==> config.mk <==
export PLATFORM = sky130hd
export DESIGN_NAME = chan_hs_master
export DESIGN_NICKNAME = d
export VERILOG_FILES = /design/src/rtl/chs_pkg.sv /design/src/rtl/chs_clkgen.sv /design/src/rtl/chs_timeout.sv /design/src/rtl/chs_status_map.sv /design/src/rtl/chan_hs_master.sv
export SDC_FILE = /design/constraint.sdc
export NUM_CORES = 1
export LEC_CHECK = 0
export BUFFER_PORTS_ARGS = -buffer_cell sky130_fd_sc_hd__buf_2
export CORE_ASPECT_RATIO = 0.8
export CORE_MARGIN = 4
export CORE_UTILIZATION = 35
export CTS_BUF_LIST = sky130_fd_sc_hd__clkbuf_8
export DETAILED_ROUTE_END_ITERATION = 10
export PLACE_DENSITY = 0.6
export SLEW_MARGIN = 20
export SYNTH_ARGS = -nofsm -noshare
export SYNTH_HDL_FRONTEND = slang
export SYNTH_SLANG_ARGS = --single-unit
export TNS_END_PERCENT = 1
==> constraint.sdc <==
create_clock -name clk -period 2.9 [get_ports clk]
set_clock_uncertainty 0.15 [all_clocks]
set_input_delay 0.145 -clock clk [delete_from_list [all_inputs] [get_ports clk]]
set_output_delay 0.145 -clock clk [all_outputs]
set_load 0.02 [all_outputs]
==> src/rtl/chs_pkg.sv <==
// Shared types for the channel handshake master.
// Assumes a 3-bit operation field and a 4-bit status field.
package chs_pkg;

    typedef enum logic [2:0] {
        OP_INIT   = 3'd0,
        OP_UPDATE = 3'd1,
        OP_READ   = 3'd2,
        OP_WRITE  = 3'd3,
        OP_START  = 3'd4,
        OP_STOP   = 3'd5
    } chs_op_e;

    localparam logic [2:0] OP_LAST = 3'd5;

    localparam logic [3:0] ST_OK      = 4'd0;
    localparam logic [3:0] ST_TIMEOUT = 4'd1;
    localparam logic [3:0] ST_BAD_OP  = 4'd2;
    localparam logic [3:0] ST_NOT_ACT = 4'd3;
    localparam logic [3:0] ST_BUSY    = 4'd4;
    localparam logic [3:0] ST_RANGE   = 4'd5;
    localparam logic [3:0] ST_FAULT   = 4'd6;
    localparam logic [3:0] ST_SLAVE   = 4'd7;

    typedef enum logic [2:0] {
        S_IDLE,
        S_RSTP,
        S_LAUNCH,
        S_SETTLE,
        S_EXEC,
        S_DLOW,
        S_WEND,
        S_REL
    } chs_state_e;

endpackage

==> src/rtl/chs_clkgen.sv <==
// Channel clock generator.
// Toggles ch_clk every HALF system cycles. Emits tick in the cycle whose
// closing edge raises ch_clk, so logic enabled by tick moves with that edge.
// Assumes HALF >= 1.
module chs_clkgen #(
    parameter int HALF = 2
) (
    input  logic clk,
    input  logic rst_n,
    output logic ch_clk,
    output logic tick
);
    localparam int CW = (HALF > 1) ? $clog2(HALF) : 1;
    localparam logic [CW-1:0] PH_TOP = CW'(HALF - 1);

    logic [CW-1:0] phase_q;
    logic          clk_q;

    // Phase counter and channel clock toggle.
    always_ff @(posedge clk) begin
        if (!rst_n) begin
            phase_q <= '0;
            clk_q   <= 1'b0;
        end else if (phase_q == PH_TOP) begin
            phase_q <= '0;
            clk_q   <= ~clk_q;
        end else begin
            phase_q <= phase_q + 1'b1;
        end
    end

    assign ch_clk = clk_q;
    assign tick   = (phase_q == PH_TOP) && !clk_q;

    assert_tick_rise_R10: assert property (@(posedge clk) disable iff (!rst_n)
        tick |=> $rose(clk_q));

endmodule

==> src/rtl/chs_timeout.sv <==
// Wait-time counter.
// Counts channel ticks spent in a waiting state without progress and flags
// expiry once the count passes a nonzero limit. A zero limit never expires.
// Assumes the limit is constant while waiting.
module chs_timeout #(
    parameter int W = 16
) (
    input  logic         clk,
    input  logic         rst_n,
    input  logic         tick,
    input  logic         waiting,
    input  logic         progress,
    input  logic [W-1:0] limit,
    output logic         expired
);
    logic [W-1:0] cnt_q;

    // Count ticks while waiting; clear on progress or when not waiting.
    always_ff @(posedge clk) begin
        if (!rst_n) begin
            cnt_q <= '0;
        end else if (!waiting || (tick && progress)) begin
            cnt_q <= '0;
        end else if (tick && (cnt_q != '1)) begin
            cnt_q <= cnt_q + 1'b1;
        end
    end

    assign expired = (limit != '0) && (cnt_q >= limit);

    assert_count_clear_R8: assert property (@(posedge clk) disable iff (!rst_n)
        !waiting |=> (cnt_q == '0));

endmodule

==> src/rtl/chs_status_map.sv <==
// Slave error to status translation.
// Maps the slave's raw error code onto the block's 4-bit status values.
// Assumes ERR_W >= 2.
module chs_status_map
    import chs_pkg::*;
#(
    parameter int ERR_W = 3
) (
    input  logic [ERR_W-1:0] err,
    output logic [3:0]       status
);
    // Fixed code translation.
    always_comb begin
        if (err == '0)                 status = ST_OK;
        else if (err == ERR_W'(1))     status = ST_BUSY;
        else if (err == ERR_W'(2))     status = ST_RANGE;
        else if (err == ERR_W'(3))     status = ST_FAULT;
        else                           status = ST_SLAVE;
    end

endmodule

==> src/rtl/chan_hs_master.sv <==
// Transducer channel handshake master.
// Accepts one operation at a time and runs a run/end framed transaction with
// exec/done paced byte steps. All slave-facing outputs move on channel clock
// rising edges. Assumes the slave follows the handshake order, that the
// requester supplies wr_byte combinationally for wr_idx, and that the cfg_*
// inputs are constant during a transaction.
module chan_hs_master
    import chs_pkg::*;
#(
    parameter int LEN_W    = 8,
    parameter int ACC_W    = 4,
    parameter int ERR_W    = 3,
    parameter int TMO_W    = 16,
    parameter int CLK_HALF = 2,
    parameter int EVT_LEN  = 2
) (
    input  logic             clk,
    input  logic             rst_n,
    input  logic             cfg_actuator,
    input  logic             cfg_evt_sensor,
    input  logic [TMO_W-1:0] cfg_tmo,
    input  logic             cmd_valid,
    output logic             cmd_ready,
    input  logic [2:0]       cmd_op,
    input  logic [LEN_W-1:0] cmd_len,
    input  logic [ACC_W-1:0] cmd_acc,
    output logic [LEN_W-1:0] wr_idx,
    input  logic [7:0]       wr_byte,
    output logic             rd_valid,
    output logic [7:0]       rd_byte,
    output logic             rsp_valid,
    output logic [3:0]       rsp_status,
    output logic             rsp_evt,
    output logic             ch_clk,
    output logic             ch_run,
    output logic             ch_exec,
    output logic [7:0]       ch_out,
    output logic [ACC_W-1:0] ch_acc,
    output logic             ch_en,
    output logic             ch_rst,
    input  logic             ch_end,
    input  logic             ch_done,
    input  logic [7:0]       ch_in,
    input  logic             ch_evt,
    input  logic [ERR_W-1:0] ch_err
);
    localparam logic [LEN_W-1:0] EVT_LEN_V = LEN_W'(EVT_LEN);

    chs_state_e       state_q;
    logic [2:0]       op_q;
    logic [LEN_W-1:0] len_q;
    logic [LEN_W-1:0] step_q;
    logic [ACC_W-1:0] acc_q;
    logic             evt_src_q;
    logic             evt_d_q;
    logic             evt_pend_q;
    logic             run_q, exec_q, en_q, srst_q;
    logic [7:0]       out_q;
    logic [ACC_W-1:0] acc_out_q;
    logic             rd_v_q, rsp_v_q, rsp_evt_q;
    logic [7:0]       rd_q;
    logic [3:0]       rsp_st_q;

    logic       tick;
    logic       expired;
    logic       waiting;
    logic       progress;
    logic       drive_out;
    logic       take_in;
    logic       evt_rise;
    logic [7:0] out_pick;
    logic [3:0] mapped_st;

    chs_clkgen #(.HALF(CLK_HALF)) clkgen_i (
        .clk    (clk),
        .rst_n  (rst_n),
        .ch_clk (ch_clk),
        .tick   (tick)
    );

    chs_timeout #(.W(TMO_W)) tmo_i (
        .clk      (clk),
        .rst_n    (rst_n),
        .tick     (tick),
        .waiting  (waiting),
        .progress (progress),
        .limit    (cfg_tmo),
        .expired  (expired)
    );

    chs_status_map #(.ERR_W(ERR_W)) map_i (
        .err    (ch_err),
        .status (mapped_st)
    );

    assign drive_out = (op_q == OP_WRITE) || (acc_q != '0);
    assign take_in   = (op_q == OP_READ)  || (acc_q != '0);
    assign out_pick  = drive_out ? wr_byte : 8'h00;
    assign evt_rise  = ch_evt && !evt_d_q;
    assign waiting   = (state_q == S_EXEC) || (state_q == S_DLOW) || (state_q == S_WEND);
    assign progress  = ((state_q == S_EXEC) && ch_done)
                    || ((state_q == S_DLOW) && !ch_done)
                    || ((state_q == S_WEND) && ch_end);

    assign cmd_ready = (state_q == S_IDLE) && !(evt_pend_q && cfg_evt_sensor);

    // Transaction sequencer: command acceptance, steps, close and abort.
    always_ff @(posedge clk) begin
        if (!rst_n) begin
            state_q    <= S_IDLE;
            op_q       <= 3'd0;
            len_q      <= '0;
            step_q     <= '0;
            acc_q      <= '0;
            evt_src_q  <= 1'b0;
            evt_d_q    <= 1'b0;
            evt_pend_q <= 1'b0;
            run_q      <= 1'b0;
            exec_q     <= 1'b0;
            en_q       <= 1'b0;
            srst_q     <= 1'b0;
            out_q      <= 8'h00;
            acc_out_q  <= '0;
            rd_v_q     <= 1'b0;
            rd_q       <= 8'h00;
            rsp_v_q    <= 1'b0;
            rsp_st_q   <= ST_OK;
            rsp_evt_q  <= 1'b0;
        end else begin
            rd_v_q  <= 1'b0;
            rsp_v_q <= 1'b0;
            evt_d_q <= ch_evt;
            case (state_q)
                S_IDLE: begin
                    if (evt_pend_q && cfg_evt_sensor) begin
                        op_q       <= OP_READ;
                        len_q      <= EVT_LEN_V;
                        acc_q      <= '0;
                        step_q     <= '0;
                        evt_src_q  <= 1'b1;
                        evt_pend_q <= 1'b0;
                        state_q    <= S_LAUNCH;
                    end else if (cmd_valid) begin
                        op_q      <= cmd_op;
                        len_q     <= cmd_len;
                        acc_q     <= cmd_acc;
                        step_q    <= '0;
                        evt_src_q <= 1'b0;
                        if (cmd_op > OP_LAST) begin
                            rsp_v_q   <= 1'b1;
                            rsp_st_q  <= ST_BAD_OP;
                            rsp_evt_q <= 1'b0;
                        end else if ((cmd_op == OP_WRITE) && !cfg_actuator) begin
                            rsp_v_q   <= 1'b1;
                            rsp_st_q  <= ST_NOT_ACT;
                            rsp_evt_q <= 1'b0;
                        end else if (cmd_op == OP_INIT) begin
                            state_q <= S_RSTP;
                        end else begin
                            state_q <= S_LAUNCH;
                        end
                    end
                end
                S_RSTP: begin
                    if (tick) begin
                        if (!srst_q) begin
                            srst_q <= 1'b1;
                            en_q   <= 1'b0;
                        end else begin
                            srst_q  <= 1'b0;
                            state_q <= S_LAUNCH;
                        end
                    end
                end
                S_LAUNCH: begin
                    if (tick) begin
                        run_q     <= 1'b1;
                        acc_out_q <= acc_q;
                        out_q     <= out_pick;
                        state_q   <= (len_q == '0) ? S_WEND : S_SETTLE;
                    end
                end
                S_SETTLE: begin
                    if (tick) begin
                        exec_q  <= 1'b1;
                        state_q <= S_EXEC;
                    end
                end
                S_EXEC: begin
                    if (tick) begin
                        if (ch_done) begin
                            exec_q <= 1'b0;
                            step_q <= step_q + 1'b1;
                            if (take_in) begin
                                rd_v_q <= 1'b1;
                                rd_q   <= ch_in;
                            end
                            state_q <= S_DLOW;
                        end else if (expired) begin
                            run_q     <= 1'b0;
                            exec_q    <= 1'b0;
                            rsp_v_q   <= 1'b1;
                            rsp_st_q  <= ST_TIMEOUT;
                            rsp_evt_q <= evt_src_q;
                            state_q   <= S_REL;
                        end
                    end
                end
                S_DLOW: begin
                    if (tick) begin
                        if (!ch_done) begin
                            if (step_q == len_q) begin
                                state_q <= S_WEND;
                            end else begin
                                out_q   <= out_pick;
                                state_q <= S_SETTLE;
                            end
                        end else if (expired) begin
                            run_q     <= 1'b0;
                            rsp_v_q   <= 1'b1;
                            rsp_st_q  <= ST_TIMEOUT;
                            rsp_evt_q <= evt_src_q;
                            state_q   <= S_REL;
                        end
                    end
                end
                S_WEND: begin
                    if (tick) begin
                        if (ch_end) begin
                            run_q     <= 1'b0;
                            rsp_v_q   <= 1'b1;
                            rsp_st_q  <= mapped_st;
                            rsp_evt_q <= evt_src_q;
                            if ((op_q == OP_START) && (mapped_st == ST_OK)) en_q <= 1'b1;
                            if (op_q == OP_STOP) en_q <= 1'b0;
                            state_q <= S_REL;
                        end else if (expired) begin
                            run_q     <= 1'b0;
                            rsp_v_q   <= 1'b1;
                            rsp_st_q  <= ST_TIMEOUT;
                            rsp_evt_q <= evt_src_q;
                            state_q   <= S_REL;
                        end
                    end
                end
                S_REL: begin
                    if (tick && !ch_end && !ch_done) state_q <= S_IDLE;
                end
                default: state_q <= S_IDLE;
            endcase
            if (evt_rise && cfg_evt_sensor) evt_pend_q <= 1'b1;
        end
    end

    assign wr_idx     = step_q;
    assign rd_valid   = rd_v_q;
    assign rd_byte    = rd_q;
    assign rsp_valid  = rsp_v_q;
    assign rsp_status = rsp_st_q;
    assign rsp_evt    = rsp_evt_q;
    assign ch_run     = run_q;
    assign ch_exec    = exec_q;
    assign ch_out     = out_q;
    assign ch_acc     = acc_out_q;
    assign ch_en      = en_q;
    assign ch_rst     = srst_q;

    assert_run_close_R1: assert property (@(posedge clk) disable iff (!rst_n)
        $fell(ch_run) |-> rsp_valid);

    assert_exec_in_run_R2: assert property (@(posedge clk) disable iff (!rst_n)
        ch_exec |-> ch_run);

    assert_out_ready_R2: assert property (@(posedge clk) disable iff (!rst_n)
        $rose(ch_exec) |-> ($stable(ch_out) && $stable(ch_acc)));

    assert_out_steady_R3: assert property (@(posedge clk) disable iff (!rst_n)
        (ch_exec && $past(ch_exec)) |-> ($stable(ch_out) && $stable(ch_acc)));

    assert_reset_no_en_R7: assert property (@(posedge clk) disable iff (!rst_n)
        ch_rst |-> !ch_en);

    assert_tmo_enabled_R8: assert property (@(posedge clk) disable iff (!rst_n)
        (rsp_valid && (rsp_status == ST_TIMEOUT)) |-> (cfg_tmo != '0));

    assert_ready_idle_R9: assert property (@(posedge clk) disable iff (!rst_n)
        cmd_ready |-> (!ch_run && !ch_exec));

endmodule

==> results_dict.tcl <==
set metrics [dict create \
    post-route-util_pct 47.7 \
    port_buffers 98 \
    ys_types 65 \
    worstSetupEndpointType "flip-flop" \
    synth_top_family_by_area "simple AND/OR/NAND/NOR gates" \
    multi_input_area_um2 2360 \
    whs_path_depth 3 \
    gr-total-overflow 0 \
    drt_iter0_drc 224 \
    synth.area.top_cells "dfxtp_1, nor2_1, ha_1" \
    synth_adder_area_share_pct 5.81 \
    yosysMostFrequentCell "dfxtp_1" \
    yosys.area_share.simple_pct 24.8 \
    whs_endpoint "rsp_status[0]" \
    synth_enable_flop_cells 0 \
    area_delta_synth_final_pct 30.2 \
    antenna_found_initial 0 \
    rsz0062_at_grt "no" \
    synth-compound-area-share_pct 18.2 \
    synth_top_area_cell "dfxtp_1" \
    syn_nets 553 \
    area.sequential_um2 1560 \
    vias 3901 \
    post-route-period-util_pct 83.4 \
    crit_type "reg -> reg" \
    grt_pass1_wl_mm 18.1 \
    gp_congestion 0.871 \
    yosysWarnings 0 \
    synthXorXnorAreaFrac_pct 5.59 \
    dp_cells 711 \
    rr_startpoint "tmo_i.cnt_q[9]" \
    num_rows 34 \
    hp-start "ch_err[2]" \
    reg2reg_slack_ns 0.48 \
    grt_pass1_vias 3752 \
    syn_area_um2 4070 \
    routedWlPerCell_um 14.9 \
    drive_above_1_share_pct 22.7 \
    cts_sinks 78 \
    start_util_pct 36.7 \
    num_io_pins 99 \
    ir_drop_mv 0.270 \
    synth_seq_cells 78 \
    synth_top_area_share_pct 38.4 \
    synthMuxAreaShare_pct 3.47 \
    syn_inst 477 \
    viasPerCell 5.12 \
    gr-usage-all-layers_pct 16.4 \
    status "finished, final reports clean" \
    r2r-end "state_q[1]" \
    crit_fanout 7 \
    p_leak_nw 2.33 \
    clk_latency_ns 0.36 \
    hold_class "in -> reg" \
    fillCellCount 1071 \
    routed_wl_mm 11.3 \
    post-cts-setup-buffers 0 \
    cp_data_required_time_ns 3.00 \
    core_um2 11100 \
    finalSetupViolCount 0 \
    dp_hpwl_mm 8.27 \
    power_density_nw_per_um2 635 \
    cts_max_path_buffers 2 \
    fin_setup_tns_ns 0 \
    yosys-top-cells-count "dfxtp_1, nor2_1, nand2_1" \
    ys_seq_area_share_pct 38.4 \
    layout.nets 689 \
    diodes 0 \
    clk_pin_slew_worst_paths_ns 0.09 \
    hold_viol 0 \
    fin_crit_ns 2.42 \
    async_flop_share_pct 0 \
    cts_tree "done" \
    worst_setup_path_start_kind "flip-flop" \
    crit_arrival_ns 2.52 \
    ant_nets 0 \
    route.detailed.drc 0 \
    dr.pass1.iters 5 \
    htreeDepth 3 \
    worst_slew_margin_rel_pct 52.2 \
    max_cap_violations 0 \
    dp_slack_ns 0.533 \
    grt_max_degree 39 \
    cts-root-buf "clkbuf_8" \
    slew_viol_final 0 \
    fin_ws_ns 0.480 \
    avgSynthCellArea_um2 8.53 \
    cts_buffers 9 \
    max_freq_ghz 0.413 \
    die-area_um2 13400 \
    worst_pin_slew_ns 0.717 \
    synth_ff_type "dfxtp_1" \
    dieWidth_um 129 \
    worstRegToRegCells 7 \
    die_h_um 104 \
    fin_cells 762 \
]
-- power by group --
part	internal (W)	total [W]	switching, W
combinational	0.000456	0.00112	0.000660
sequential	0.00117	0.00133	0.000155
clock	0.000507	0.000920	0.000414
total	0.00214	0.00336	0.00123
-- worst max path at each step --
stage,from,end,cells after the start
3_3_place_gp,tmo_i.cnt_q[0],state_q[1],8
6_report,tmo_i.cnt_q[9],state_q[1],7
3_5_place_dp,tmo_i.cnt_q[0],state_q[1],8
4_1_cts,tmo_i.cnt_q[0],state_q[1],8
5_1_grt,state_q[0],ch_out[5],5
2_1_floorplan,tmo_i.cnt_q[0],state_q[1],8
-- registers in the layout, summed over array words and instances (netlist names), 4 cells and up --
| register | flops |
|---|---|
| ch_out | 8 |
| len_q | 8 |
| rd_byte | 8 |
| tmo_i.cnt_q | 16 |
| ch_acc | 4 |
| rsp_status | 4 |
| acc_q | 4 |
| wr_idx | 8 |
-- worst max-delay path: stages (launching register included) --
cell and delay (ns):
dfxtp_1 0.44, ha_1 0.29, a21oi_1 0.16, o21ai_0 0.09, a221o_1 0.41, o31ai_4 0.41
maj3_2 0.29, a211oi_1 0.06
-- cell usage in the layout (no fill, tap or decap), types with 3 or more instances in the layout --
| master | instances |
|---|---|
| a22oi_1 | 14 |
| o211ai_1 | 3 |
| mux2i_1 | 13 |
| o21ai_0 | 25 |
| nand2b_1 | 5 |
| nand4_1 | 12 |
| nor4_1 | 8 |
| ha_1 | 18 |
| buf_2 | 98 |
| dfxtp_1 | 78 |
| o21a_1 | 3 |
| o21bai_1 | 3 |
| a21oi_1 | 26 |
| a21o_1 | 4 |
| or3_1 | 4 |
| nor2_1 | 63 |
| buf_4 | 8 |
| and4_1 | 5 |
| and3_1 | 4 |
| nand2_1 | 42 |
| dlygate4sd3_1 | 35 |
| and2_1 | 5 |
| nor2b_1 | 7 |
| inv_1 | 21 |
| xor2_1 | 12 |
| xnor2_1 | 14 |
| clkbuf_8 | 10 |
| nand3_1 | 23 |
| nor3_1 | 11 |
-- timing repair --
item | 4_1_cts | 5_1_grt
gates resized for setup | 0 | 0
hold endpoints to repair | 34 | 0
hold buffers | 35 | 0
-- metal layers --
| layer | GRT usage (%) | routed length, µm | vias up |
|---|---|---|---|
| met1 | 22.1 | 5430 | 1811 |
| li1 | - | - | 1971 |
| met3 | 4.41 | 701 | 11 |
| met4 | 5.02 | 126 | 0 |
| met2 | 25.5 | 5070 | 108 |
| met5 | 0 | 0 | - |
-- per-stage QoR --
stage | hold WS, ns | cell area [µm²] | power [W]
3_5_place_dp | 0.228 | 4730 | 0.00242
3_3_place_gp | 0.214 | 4730 | 0.00240
2_1_floorplan | 0.117 | 4070 | 0.00209
5_1_grt | 0.0515 | 5300 | 0.00357
6_report | 0.0147 | 5300 | 0.00336
4_1_cts | 0.00606 | 5300 | 0.00338
-- cell families after synthesis --
family                     Yosys count
DFF                                 78
adders and majority gates           19
buffers and inverters               37
muxes                               14
and+or+nand+nor                    200
AOI/OAI and AO/OA                  103
xor gates and xnor gates            26
-- area by class of cell --
type | count | area share [%]
Timing Repair Buffer | 141 | 17.0
Inverter | 21 | 1.49
Clock buffer | 10 | 2.60
Multi-Input combinational cell | 362 | 44.4
Clock inverter | 6 | 1.63
Sequential cell | 78 | 29.5
Tap cell | 144 | 3.40
(Power assumes the default switching activity.)
